**config.mk**
```make
export PLATFORM = sky130hd
export DESIGN_NAME = raster_timing_gen
export DESIGN_NICKNAME = d
export VERILOG_FILES = /design/src/rtl/raster_pkg.sv /design/src/rtl/raster_dcnt.sv /design/src/rtl/raster_win.sv /design/src/rtl/raster_pipe.sv /design/src/rtl/raster_timing_gen.sv
export SDC_FILE = /design/constraint.sdc
export NUM_CORES = 1
export LEC_CHECK = 0
export ABC_AREA = 0
export BUFFER_PORTS_ARGS = -buffer_cell sky130_fd_sc_hd__buf_2
export CORE_MARGIN = 5
export CORE_UTILIZATION = 45
export DETAILED_ROUTE_END_ITERATION = 10
export MAX_ROUTING_LAYER = met4
export PLACE_DENSITY_LB_ADDON = 0.08
export SLEW_MARGIN = 20
export SYNTH_ARGS = -nofsm -noshare
export SYNTH_HDL_FRONTEND = slang
export SYNTH_SLANG_ARGS = --single-unit
```
**constraint.sdc**
```tcl
create_clock -name clk -period 17.5 [get_ports clk]
set_clock_uncertainty 0.1 [all_clocks]
set_input_delay 5.25 -clock clk [delete_from_list [all_inputs] [get_ports clk]]
set_output_delay 5.25 -clock clk [all_outputs]
set_load 0.02 [all_outputs]
```
**src/rtl/raster_pkg.sv**
```systemverilog
package raster_pkg;

   localparam int NWIN      = 4;
   localparam int WIN_SYNC  = 0;
   localparam int WIN_BLANK = 1;
   localparam int WIN_ACT   = 2;
   localparam int WIN_PCLK  = 3;

   localparam int NOUT       = 5;
   localparam int OUT_HSYNC  = 0;
   localparam int OUT_VSYNC  = 1;
   localparam int OUT_BLANK  = 2;
   localparam int OUT_PIXOE  = 3;
   localparam int OUT_PIXCE  = 4;

   localparam int MAX_DEPTH  = 16;

   typedef enum logic [1:0] {
      MRG_H_ONLY,
      MRG_V_ONLY,
      MRG_EITHER,
      MRG_BOTH
   } merge_e;

   function automatic logic merge_hits(merge_e m, logic h, logic v);
      case (m)
         MRG_H_ONLY: return h;
         MRG_V_ONLY: return v;
         MRG_EITHER: return h | v;
         default:    return h & v;
      endcase
   endfunction

endpackage

```
**src/rtl/raster_dcnt.sv**
```systemverilog
module raster_dcnt #(
   parameter int W = 11
) (
   input  logic         clk,
   input  logic         rst,
   input  logic         step_i,
   input  logic [W-1:0] rst_val_i,
   input  logic [W-1:0] load_val_i,
   output logic [W-1:0] cnt_o,
   output logic         zero_o
);

   generate
      if (W < 2) begin : g_bad_width
         $error("raster_dcnt: W must be at least 2");
      end
   endgenerate

   logic [W-1:0] cnt_q;

   always_ff @(posedge clk) begin
      if (rst) begin
         cnt_q <= rst_val_i;
      end else if (step_i) begin
         if (cnt_q == '0) cnt_q <= load_val_i;
         else             cnt_q <= cnt_q - W'(1);
      end
   end

   assign cnt_o  = cnt_q;
   assign zero_o = (cnt_q == '0);

   // a wrap takes the reload value presented on that edge
   a_r2_reload: assert property (@(posedge clk) disable iff (rst)
      (step_i && zero_o) |=> (cnt_o == $past(load_val_i)));

   // without a step the count holds
   a_r2_hold: assert property (@(posedge clk) disable iff (rst)
      (!step_i) |=> $stable(cnt_o));

endmodule

```
**src/rtl/raster_win.sv**
```systemverilog
module raster_win #(
   parameter int W = 11,
   parameter int N = 4
) (
   input  logic [W-1:0]        cnt_i,
   input  logic [N-1:0][W-1:0] start_i,
   input  logic [N-1:0][W-1:0] stop_i,
   output logic [N-1:0]        hit_o
);

   generate
      if (N < 1) begin : g_bad_count
         $error("raster_win: N must be positive");
      end
      for (genvar i = 0; i < N; i++) begin : g_cmp
         logic below_start;
         logic above_stop;
         assign below_start = (cnt_i < start_i[i]);
         assign above_stop  = (cnt_i > stop_i[i]);
         assign hit_o[i]    = below_start & above_stop;
      end
   endgenerate

endmodule

```
**src/rtl/raster_pipe.sv**
```systemverilog
module raster_pipe #(
   parameter int DEPTH = 1
) (
   input  logic clk,
   input  logic rst,
   input  logic din,
   output logic dout
);

   generate
      if (DEPTH < 1 || DEPTH > raster_pkg::MAX_DEPTH) begin : g_bad_depth
         $error("raster_pipe: DEPTH out of range");
      end

      if (DEPTH == 1) begin : g_single
         logic q;
         always_ff @(posedge clk) begin
            if (rst) q <= 1'b0;
            else     q <= din;
         end
         assign dout = q;
      end else begin : g_chain
         logic [DEPTH-1:0] sr;
         always_ff @(posedge clk) begin
            if (rst) sr <= '0;
            else     sr <= {sr[DEPTH-2:0], din};
         end
         assign dout = sr[DEPTH-1];
      end
   endgenerate

endmodule

```
**src/rtl/raster_timing_gen.sv**
```systemverilog
module raster_timing_gen
   import raster_pkg::*;
#(
   parameter int HW         = 11,
   parameter int VW         = 11,
   parameter int SYNC_DLY   = 0,
   parameter int BLANK_DLY  = 1,
   parameter int ACT_DLY    = 1,
   parameter int PCLK_DLY   = 6,
   parameter bit FRAC_PIXEL = 1'b0
) (
   input  logic                 clk,
   input  logic                 rst,
   input  logic [HW-1:0]        h_total_i,
   input  logic [VW-1:0]        v_total_i,
   input  logic [NWIN-1:0][HW-1:0] h_start_i,
   input  logic [NWIN-1:0][HW-1:0] h_stop_i,
   input  logic [NWIN-1:0][VW-1:0] v_start_i,
   input  logic [NWIN-1:0][VW-1:0] v_stop_i,
   output logic                 hsync_o,
   output logic                 vsync_o,
   output logic                 blank_o,
   output logic                 pix_oe_o,
   output logic                 pix_ce_o
);

   localparam int ACT_EFF = FRAC_PIXEL ? SYNC_DLY : ACT_DLY;

   generate
      if (HW < 2 || VW < 2) begin : g_bad_width
         $error("raster_timing_gen: counter widths must be at least 2");
      end
      if (SYNC_DLY < 0 || BLANK_DLY < 0 || ACT_DLY < 0 || PCLK_DLY < 0) begin : g_bad_dly
         $error("raster_timing_gen: delays must not be negative");
      end
   endgenerate

   function automatic int extra_dly(int k);
      case (k)
         OUT_HSYNC, OUT_VSYNC: return SYNC_DLY;
         OUT_BLANK:            return BLANK_DLY;
         OUT_PIXOE:            return ACT_EFF;
         default:              return PCLK_DLY;
      endcase
   endfunction

   function automatic int win_of(int k);
      case (k)
         OUT_HSYNC, OUT_VSYNC: return WIN_SYNC;
         OUT_BLANK:            return WIN_BLANK;
         OUT_PIXOE:            return WIN_ACT;
         default:              return WIN_PCLK;
      endcase
   endfunction

   function automatic merge_e mode_of(int k);
      case (k)
         OUT_HSYNC: return MRG_H_ONLY;
         OUT_VSYNC: return MRG_V_ONLY;
         OUT_BLANK: return MRG_EITHER;
         default:   return MRG_BOTH;
      endcase
   endfunction

   // shadow copies, captured at reset and at each frame wrap
   logic [HW-1:0]           htot_q;
   logic [NWIN-1:0][HW-1:0] hsta_q, hsto_q;
   logic [NWIN-1:0][VW-1:0] vsta_q, vsto_q;

   logic [HW-1:0] hcnt;
   logic [VW-1:0] vcnt;
   logic          h_zero, v_zero, frame_wrap;
   logic [HW-1:0] h_reload;

   assign frame_wrap = h_zero & v_zero;
   assign h_reload   = frame_wrap ? h_total_i : htot_q;

   always_ff @(posedge clk) begin
      if (rst || frame_wrap) begin
         htot_q <= h_total_i;
         hsta_q <= h_start_i;
         hsto_q <= h_stop_i;
         vsta_q <= v_start_i;
         vsto_q <= v_stop_i;
      end
   end

   raster_dcnt #(.W(HW)) u_hcnt (
      .clk        (clk),
      .rst        (rst),
      .step_i     (1'b1),
      .rst_val_i  (h_total_i),
      .load_val_i (h_reload),
      .cnt_o      (hcnt),
      .zero_o     (h_zero)
   );

   raster_dcnt #(.W(VW)) u_vcnt (
      .clk        (clk),
      .rst        (rst),
      .step_i     (h_zero),
      .rst_val_i  (v_total_i),
      .load_val_i (v_total_i),
      .cnt_o      (vcnt),
      .zero_o     (v_zero)
   );

   logic [NWIN-1:0] h_hit, v_hit;

   raster_win #(.W(HW), .N(NWIN)) u_hwin (
      .cnt_i   (hcnt),
      .start_i (hsta_q),
      .stop_i  (hsto_q),
      .hit_o   (h_hit)
   );

   raster_win #(.W(VW), .N(NWIN)) u_vwin (
      .cnt_i   (vcnt),
      .start_i (vsta_q),
      .stop_i  (vsto_q),
      .hit_o   (v_hit)
   );

   logic [NOUT-1:0] raw, out_q;

   generate
      for (genvar k = 0; k < NOUT; k++) begin : g_out
         localparam int     WIX   = win_of(k);
         localparam merge_e MODE  = mode_of(k);
         localparam int     DEPTH = extra_dly(k) + 1;

         assign raw[k] = merge_hits(MODE, h_hit[WIX], v_hit[WIX]);

         raster_pipe #(.DEPTH(DEPTH)) u_pipe (
            .clk  (clk),
            .rst  (rst),
            .din  (raw[k]),
            .dout (out_q[k])
         );
      end
   endgenerate

   assign hsync_o  = out_q[OUT_HSYNC];
   assign vsync_o  = out_q[OUT_VSYNC];
   assign blank_o  = out_q[OUT_BLANK];
   assign pix_oe_o = out_q[OUT_PIXOE];
   assign pix_ce_o = out_q[OUT_PIXCE];

   // horizontal count falls by one on every non-zero clock
   a_r1_hstep: assert property (@(posedge clk) disable iff (rst)
      (hcnt != '0) |=> (hcnt == $past(hcnt) - 1'b1));

   // vertical count only moves on the horizontal wrap
   a_r2_vstep: assert property (@(posedge clk) disable iff (rst)
      (h_zero && !v_zero) |=> (vcnt == $past(vcnt) - 1'b1));

   // reset clears every output on the next edge
   a_r8_reset_quiet: assert property (@(posedge clk)
      rst |=> (!hsync_o && !vsync_o && !blank_o && !pix_oe_o && !pix_ce_o));

   // settings frozen between frame wraps
   a_r9_shadow_hold: assert property (@(posedge clk) disable iff (rst)
      (!frame_wrap) |=> ($stable(htot_q) && $stable(hsta_q) && $stable(hsto_q)
                         && $stable(vsta_q) && $stable(vsto_q)));

   // sync output lags its window decision by the sync path depth (default 1)
   a_r3_hsync_lat: assert property (@(posedge clk) disable iff (rst)
      (SYNC_DLY == 0 && !h_hit[WIN_SYNC]) |=> !hsync_o);

endmodule

```
==> metrics.txt, run 1 <==
run status=finished clean; Cell Int Power=0.00102 W; clock share of power=0.400; most common cell in the synthesized netlist=edfxtp_1; std cell rows=a little under 60; FF+latch count, synth=222; Final period util=0.436; Reg power frac=0.478; # fillers=2225; post-synth top area share=0.527; first-pass GRT wire length=39000 µm; CP Buf/Inv Count=4; TritonCTS clock tree=yes; Synthesized Nets=1278; Post-CTS Setup Inserts=0; I/O pins=slightly above 200; Distinct cells, synth=between 40 and 50; largest area contributor in the netlist=edfxtp_1; Final ANT Viol Nets=0; Critical R2R Launch=u_vcnt.cnt_o[0]; IO Port Bufs=204; hold-fix buffers at CTS=0; Top delay family on crit path=buffers and inverters; Post-synth EDFFs=198; die area=28300 µm²; Power Density=99.3 nW/µm²; Arrival @ worst endpoint=7680 ps; critical-path maximum fanout=115; largest cells by area after synthesis=edfxtp_1, ha_1, inv_1; Slew headroom=0.294; Total Routed Length=25500 µm; max-capacitance violation count=0; crit start category=input pin; Layout Area Growth over Synthesis=20.3%; CP Capture Type=register; largest net degree at the start of global routing=between 100 and 150; max-slew violation count=0; fraction of layout cells with a size suffix above 1=0.217; post-cts resize count=0; DR pass1 iterations=4; Placed Cells=1438; worst reg2reg setup slack=around 13000 ps; antenna violations before repair=2; Switching Power=around 0.00033 W; core footprint=between 20000 and 25000 µm²; Die Ht=168 µm; Worst Min Path Start=g_out[2].u_pipe.g_chain.sr[0]; Peak VDD IR=75.3 µV; r2r endpoint=hsto_q[19]; Async SR Flop Fraction=0; mean area per synthesized cell=about 12 µm²; half-perimeter wire length after detailed placement=18600 µm; Via Count=7528; Post-Syn Area=11300 µm²; CTS HTree Levels=1; Hold Crit Depth=1; f_max=about 0.13 GHz; clk_lat worst skew=530 ps; CTS Buf Count=26; TritonCTS Sinks=222; Total GRT Usage=0.181; DR WL/cell=17.1 µm; Synth Flop Type=edfxtp_1; Synth Instances=907; RSZ-0062 raised after global routing=false; vias in the first global route=7500; drt drc=0; Fin Setup TNS=0 ps; most frequent cells after synthesis=edfxtp_1, ha_1, inv_1; initial drt markers=between 400 and 500; final hold vios=0; Critical Path Max Stage Delay=890 ps; register area share after synthesis=0.569; Hold Path Sink=g_out[2].u_pipe.g_chain.sr[1]; final non-filler cell total=1488; worst-margin pin slew=1060 ps; yosys warns=0; GRT overflow=0; Initial Util=0.452; Die W=168 µm; HP Class=reg -> reg; Tmin final=7630 ps; crit-path cells=buf_2, inv_1, o21a_1, inv_6, buf_4; R2R depth=7; Worst-path clk slew=60 ps; Via density=a little over 5; CTS max path bufs=3; Root Buffer=clkbuf_16; crit path kind=in -> reg; routability congestion estimate=slightly above 0.8; # setup viols final=0; fin nets=1507; logic gate share of total power=0.121; worst path required time=~18000 ps; Switching Fraction=0.244; Pleak=6.30 nW; crit path max-delay cell type=buf_4
## per-layer routing
metal | routed length (µm) | GRT usage | part of all wire | vias to the layer above
li1 | - | - | - | 3798
met1 | 11600 | 0.236 | 0.45 | 3484
met2 | 11700 | 0.287 | 0.46 | 188
met3 | 1250 | 0.0286 | 0.049 | 58
met4 | 963 | 0.0677 | 0.038 | 0
met5 | 0 | - | 0 | -
## power groups by stage
stage / combinational, W / clock (W) / sequential [W]
after floorplan: 0.000109 / 0 / 0.000644
after global placement: 0.000161 / 0 / 0.000657
after detailed placement: 0.000165 / 0 / 0.000657
after CTS: 0.000167 / 0.000555 / 0.000646
after global routing: 0.000192 / 0.000578 / 0.000650
final: 0.000164 / 0.000540 / 0.000645
## logic make-up after synthesis
kind of cell | count (synthesis) | share of synthesized area
flops | 222 | 0.569
buf+inv | 171 | 0.0569
fa+ha+maj | 171 | 0.190
simple gates | 169 | 0.0826
compound gates | 160 | 0.0906
xor+xnor | 13 | 0.0101
mux | 1 | 0.000887
## cells in the final DEF (no fill, tap or decap), types with 5 or more instances in the layout
cell,instances
clkbuf_16,27
nand3b_1,6
buf_2,204
o21ai_0,36
xor2_1,5
nor3_1,17
nand2_1,24
nand2b_1,8
a21oi_1,41
inv_1,165
o31ai_1,5
ha_1,171
o21a_1,5
dfxtp_1,24
a21o_1,23
nor2_1,29
o22ai_1,7
nor2b_1,14
nand4_1,31
xnor2_1,8
a211oi_1,21
edfxtp_1,198
clkbuf_1,10
nand3_1,15
## sequential cells by signal, summed over array words and instances (netlist names)
signal / cells
u_vcnt.cnt_o: 11
htot_q: 11
hsto_q: 44
u_hcnt.cnt_o: 11
g_out.u_pipe.dout: 2
vsto_q: 44
vsta_q: 44
hsta_q: 44
g_out.u_pipe.g_chain.sr: 11
## worst max path at each step
stage	endpoint	from	cells after the start	slack, ps
2_1_floorplan	u_hcnt.cnt_o[4]	rst	6	7310
3_3_place_gp	vsto_q[5]	rst	5	9290
3_5_place_dp	vsto_q[10]	rst	5	9220
4_1_cts	vsto_q[24]	rst	5	9800
5_1_grt	vsto_q[18]	rst	5	9630
6_report	hsto_q[19]	rst	5	9870
## final cells by class
class | instances | area, µm² | area share
Antenna cell | 2 | 5.00 | 0.000368
Clock buffer | 41 | 768 | 0.0566
Multi-Input combinational cell | 514 | 4220 | 0.311
Clock inverter | 7 | 91.3 | 0.00672
Inverter | 167 | 632 | 0.0465
Timing Repair Buffer | 205 | 1030 | 0.0757
Sequential cell | 222 | 6430 | 0.473
Tap cell | 330 | 413 | 0.0304
## metrics by stage
stage	hold slack (ps)	setup slack, ps	power (W)	cell area, µm²	utilization
floorplan	314	7310	0.000753	11300	-
detailed placement	325	9220	0.000822	12700	0.509
finish	337	9870	0.00135	13600	0.544
CTS	339	9800	0.00137	13600	0.544
global route	348	9630	0.00142	13600	0.544
global placement	322	9290	0.000818	12700	0.509
Power figures use the tool's default switching activity.
==> inputs of run 2 (changes only) <==
==> constraint.sdc (replaced) <==
create_clock -name clk -period 7.4 [get_ports clk]
set_clock_uncertainty 0.1 [all_clocks]
set_input_delay 2.22 -clock clk [delete_from_list [all_inputs] [get_ports clk]]
set_output_delay 2.22 -clock clk [all_outputs]
set_load 0.02 [all_outputs]
==> metrics.txt, run 2 (synthesis results as in run 1) <==
first-pass GRT wire length=39800 µm (+2.1%); CTS Buf Count=25 (-3.8%); Placed Cells=1439 (+0.070%); crit-path cells=buf_2, inv_1, o21a_1, inv_6, buf_4; Layout Area Growth over Synthesis=19.8%; final hold vios=0 (unchanged); fraction of layout cells with a size suffix above 1=0.219 (+0.00192); f_max=approximately 0.24 GHz; Via Count=7534 (+0.080%); TritonCTS Sinks=222 (unchanged); TritonCTS clock tree=yes; DR pass1 iterations=5 (+1); most common cell after layout, fill and taps aside=buf_2; hold-fix buffers at CTS=0 (unchanged); crit start category=input pin; Total GRT Usage=0.184 (+0.00265); GRT overflow=0 (unchanged); Arrival @ worst endpoint=4280 ps (-3400 ps); Pleak=6.27 nW (-0.38%); Final ANT Viol Nets=0 (unchanged); Tmin final=about 4200 ps; fin nets=1507 (unchanged); Hold WS=335 ps (-1.62 ps); CTS max path bufs=3 (unchanged); crit path max-delay cell type=inv_6; Die W=168 µm (unchanged); half-perimeter wire length after detailed placement=19100 µm (+2.6%); Post-CTS Setup Inserts=0 (unchanged); antenna violations before repair=0 (-2); core footprint=25000 µm² (unchanged); # setup viols final=0 (unchanged); IO Port Bufs=204 (unchanged); CP Buf/Inv Count=4 (unchanged); drt drc=0 (unchanged); I/O pins=205 (unchanged); worst-margin pin slew=966 ps (-92.6 ps); Worst-path clk slew=60 ps (about the same); max-slew violation count=0 (unchanged); HP Class=reg -> reg; Critical Path Max Stage Delay=680 ps (-210 ps); critical-path maximum fanout=105 (-8.7%); Power Density=230 nW/µm² (+130%); post-cts resize count=0 (unchanged); Slew headroom=0.356 (+0.0617); Top delay family on crit path=buffers and inverters; initial drt markers=471 (-2.1%); Root Buffer=clkbuf_16; Initial Util=0.452 (unchanged); max-capacitance violation count=0 (unchanged); Peak VDD IR=187 µV (+150%); RSZ-0062 raised after global routing=false; worst path required time=7450 ps (-10100 ps); std cell rows=58 (unchanged); run status=finished clean; largest net degree at the start of global routing=106 (-8.6%); # diodes=0 (-2); vias in the first global route=7734 (+3.1%); Die Ht=168 µm (unchanged); DR WL/cell=17.4 µm (+1.7%); most frequent cells in the layout=buf_2, edfxtp_1, ha_1; Via density=5.07 (+0.28%); Fin Setup TNS=0 ps (unchanged); CP Capture Type=register; clk_lat worst skew=530 ps (about the same); Total Routed Length=25900 µm (+1.5%); routability congestion estimate=0.788 (-2.8%); die area=28300 µm² (unchanged); final non-filler cell total=1485 (-0.20%); crit path kind=in -> reg; Final period util=0.571; CTS HTree Levels=1 (unchanged)
==> run 2: cell types whose count changed in the layout (fill, tap and decap cells not counted), sizes merged <==
cell | before | now
clkbuf | 41 | 31
diode | 2 | 0
clkinv | 4 | 10
inv | 167 | 168
buf | 205 | 206
clkinvlp | 1 | 2
==> run 2: final cells by class <==
cell class,instances,area [µm²]
timing repair buffer,206,1040
sequential,222,6430
tap,330,413
fill,2268,11400
inverter,167,632
multi-input combinational,514,4220
clock buffer,31,658
clock inverter,15,133
==> run 2: path summary, 6_finish.rpt <==
check	startpoint	end	depth (start not counted)	slack [ps]
hold reg to reg	g_out[3].u_pipe.g_chain.sr[0]	g_out[3].u_pipe.g_chain.sr[1]	1	330
hold / removal	g_out[3].u_pipe.g_chain.sr[0]	g_out[3].u_pipe.g_chain.sr[1]	1	330
setup reg to reg	u_vcnt.cnt_o[0]	hsta_q[1]	7	3520
setup / recovery	rst	hsta_q[1]	5	3170
==> run 2: power by group <==
part	internal (W)	switching (W)
combinational	0.000184	0.000205
clock	0.000701	0.000491
sequential	0.00145	0.0000767
total	0.00233	0.000773
==> run 2: metrics by stage <==
step / setup WS [ps] / util / instance area, µm² / power (W)
2_1_floorplan: 240 / - / 11300 / 0.00178
4_1_cts: 3140 / 0.541 / 13500 / 0.00315
3_5_place_dp: 2560 / 0.510 / 12700 / 0.00194
6_report: 3170 / 0.541 / 13500 / 0.00311
5_1_grt: 3000 / 0.541 / 13500 / 0.00327
3_3_place_gp: 2600 / 0.510 / 12700 / 0.00194
==> run 2: metal layers <==
layer	wire (µm)	share of wire	vias up	track usage
li1	-	-	3785	-
met1	11600	0.45	3492	0.239
met2	12100	0.47	215	0.298
met3	1500	0.058	42	0.0340
met4	682	0.026	0	0.0487
met5	0	0	-	-
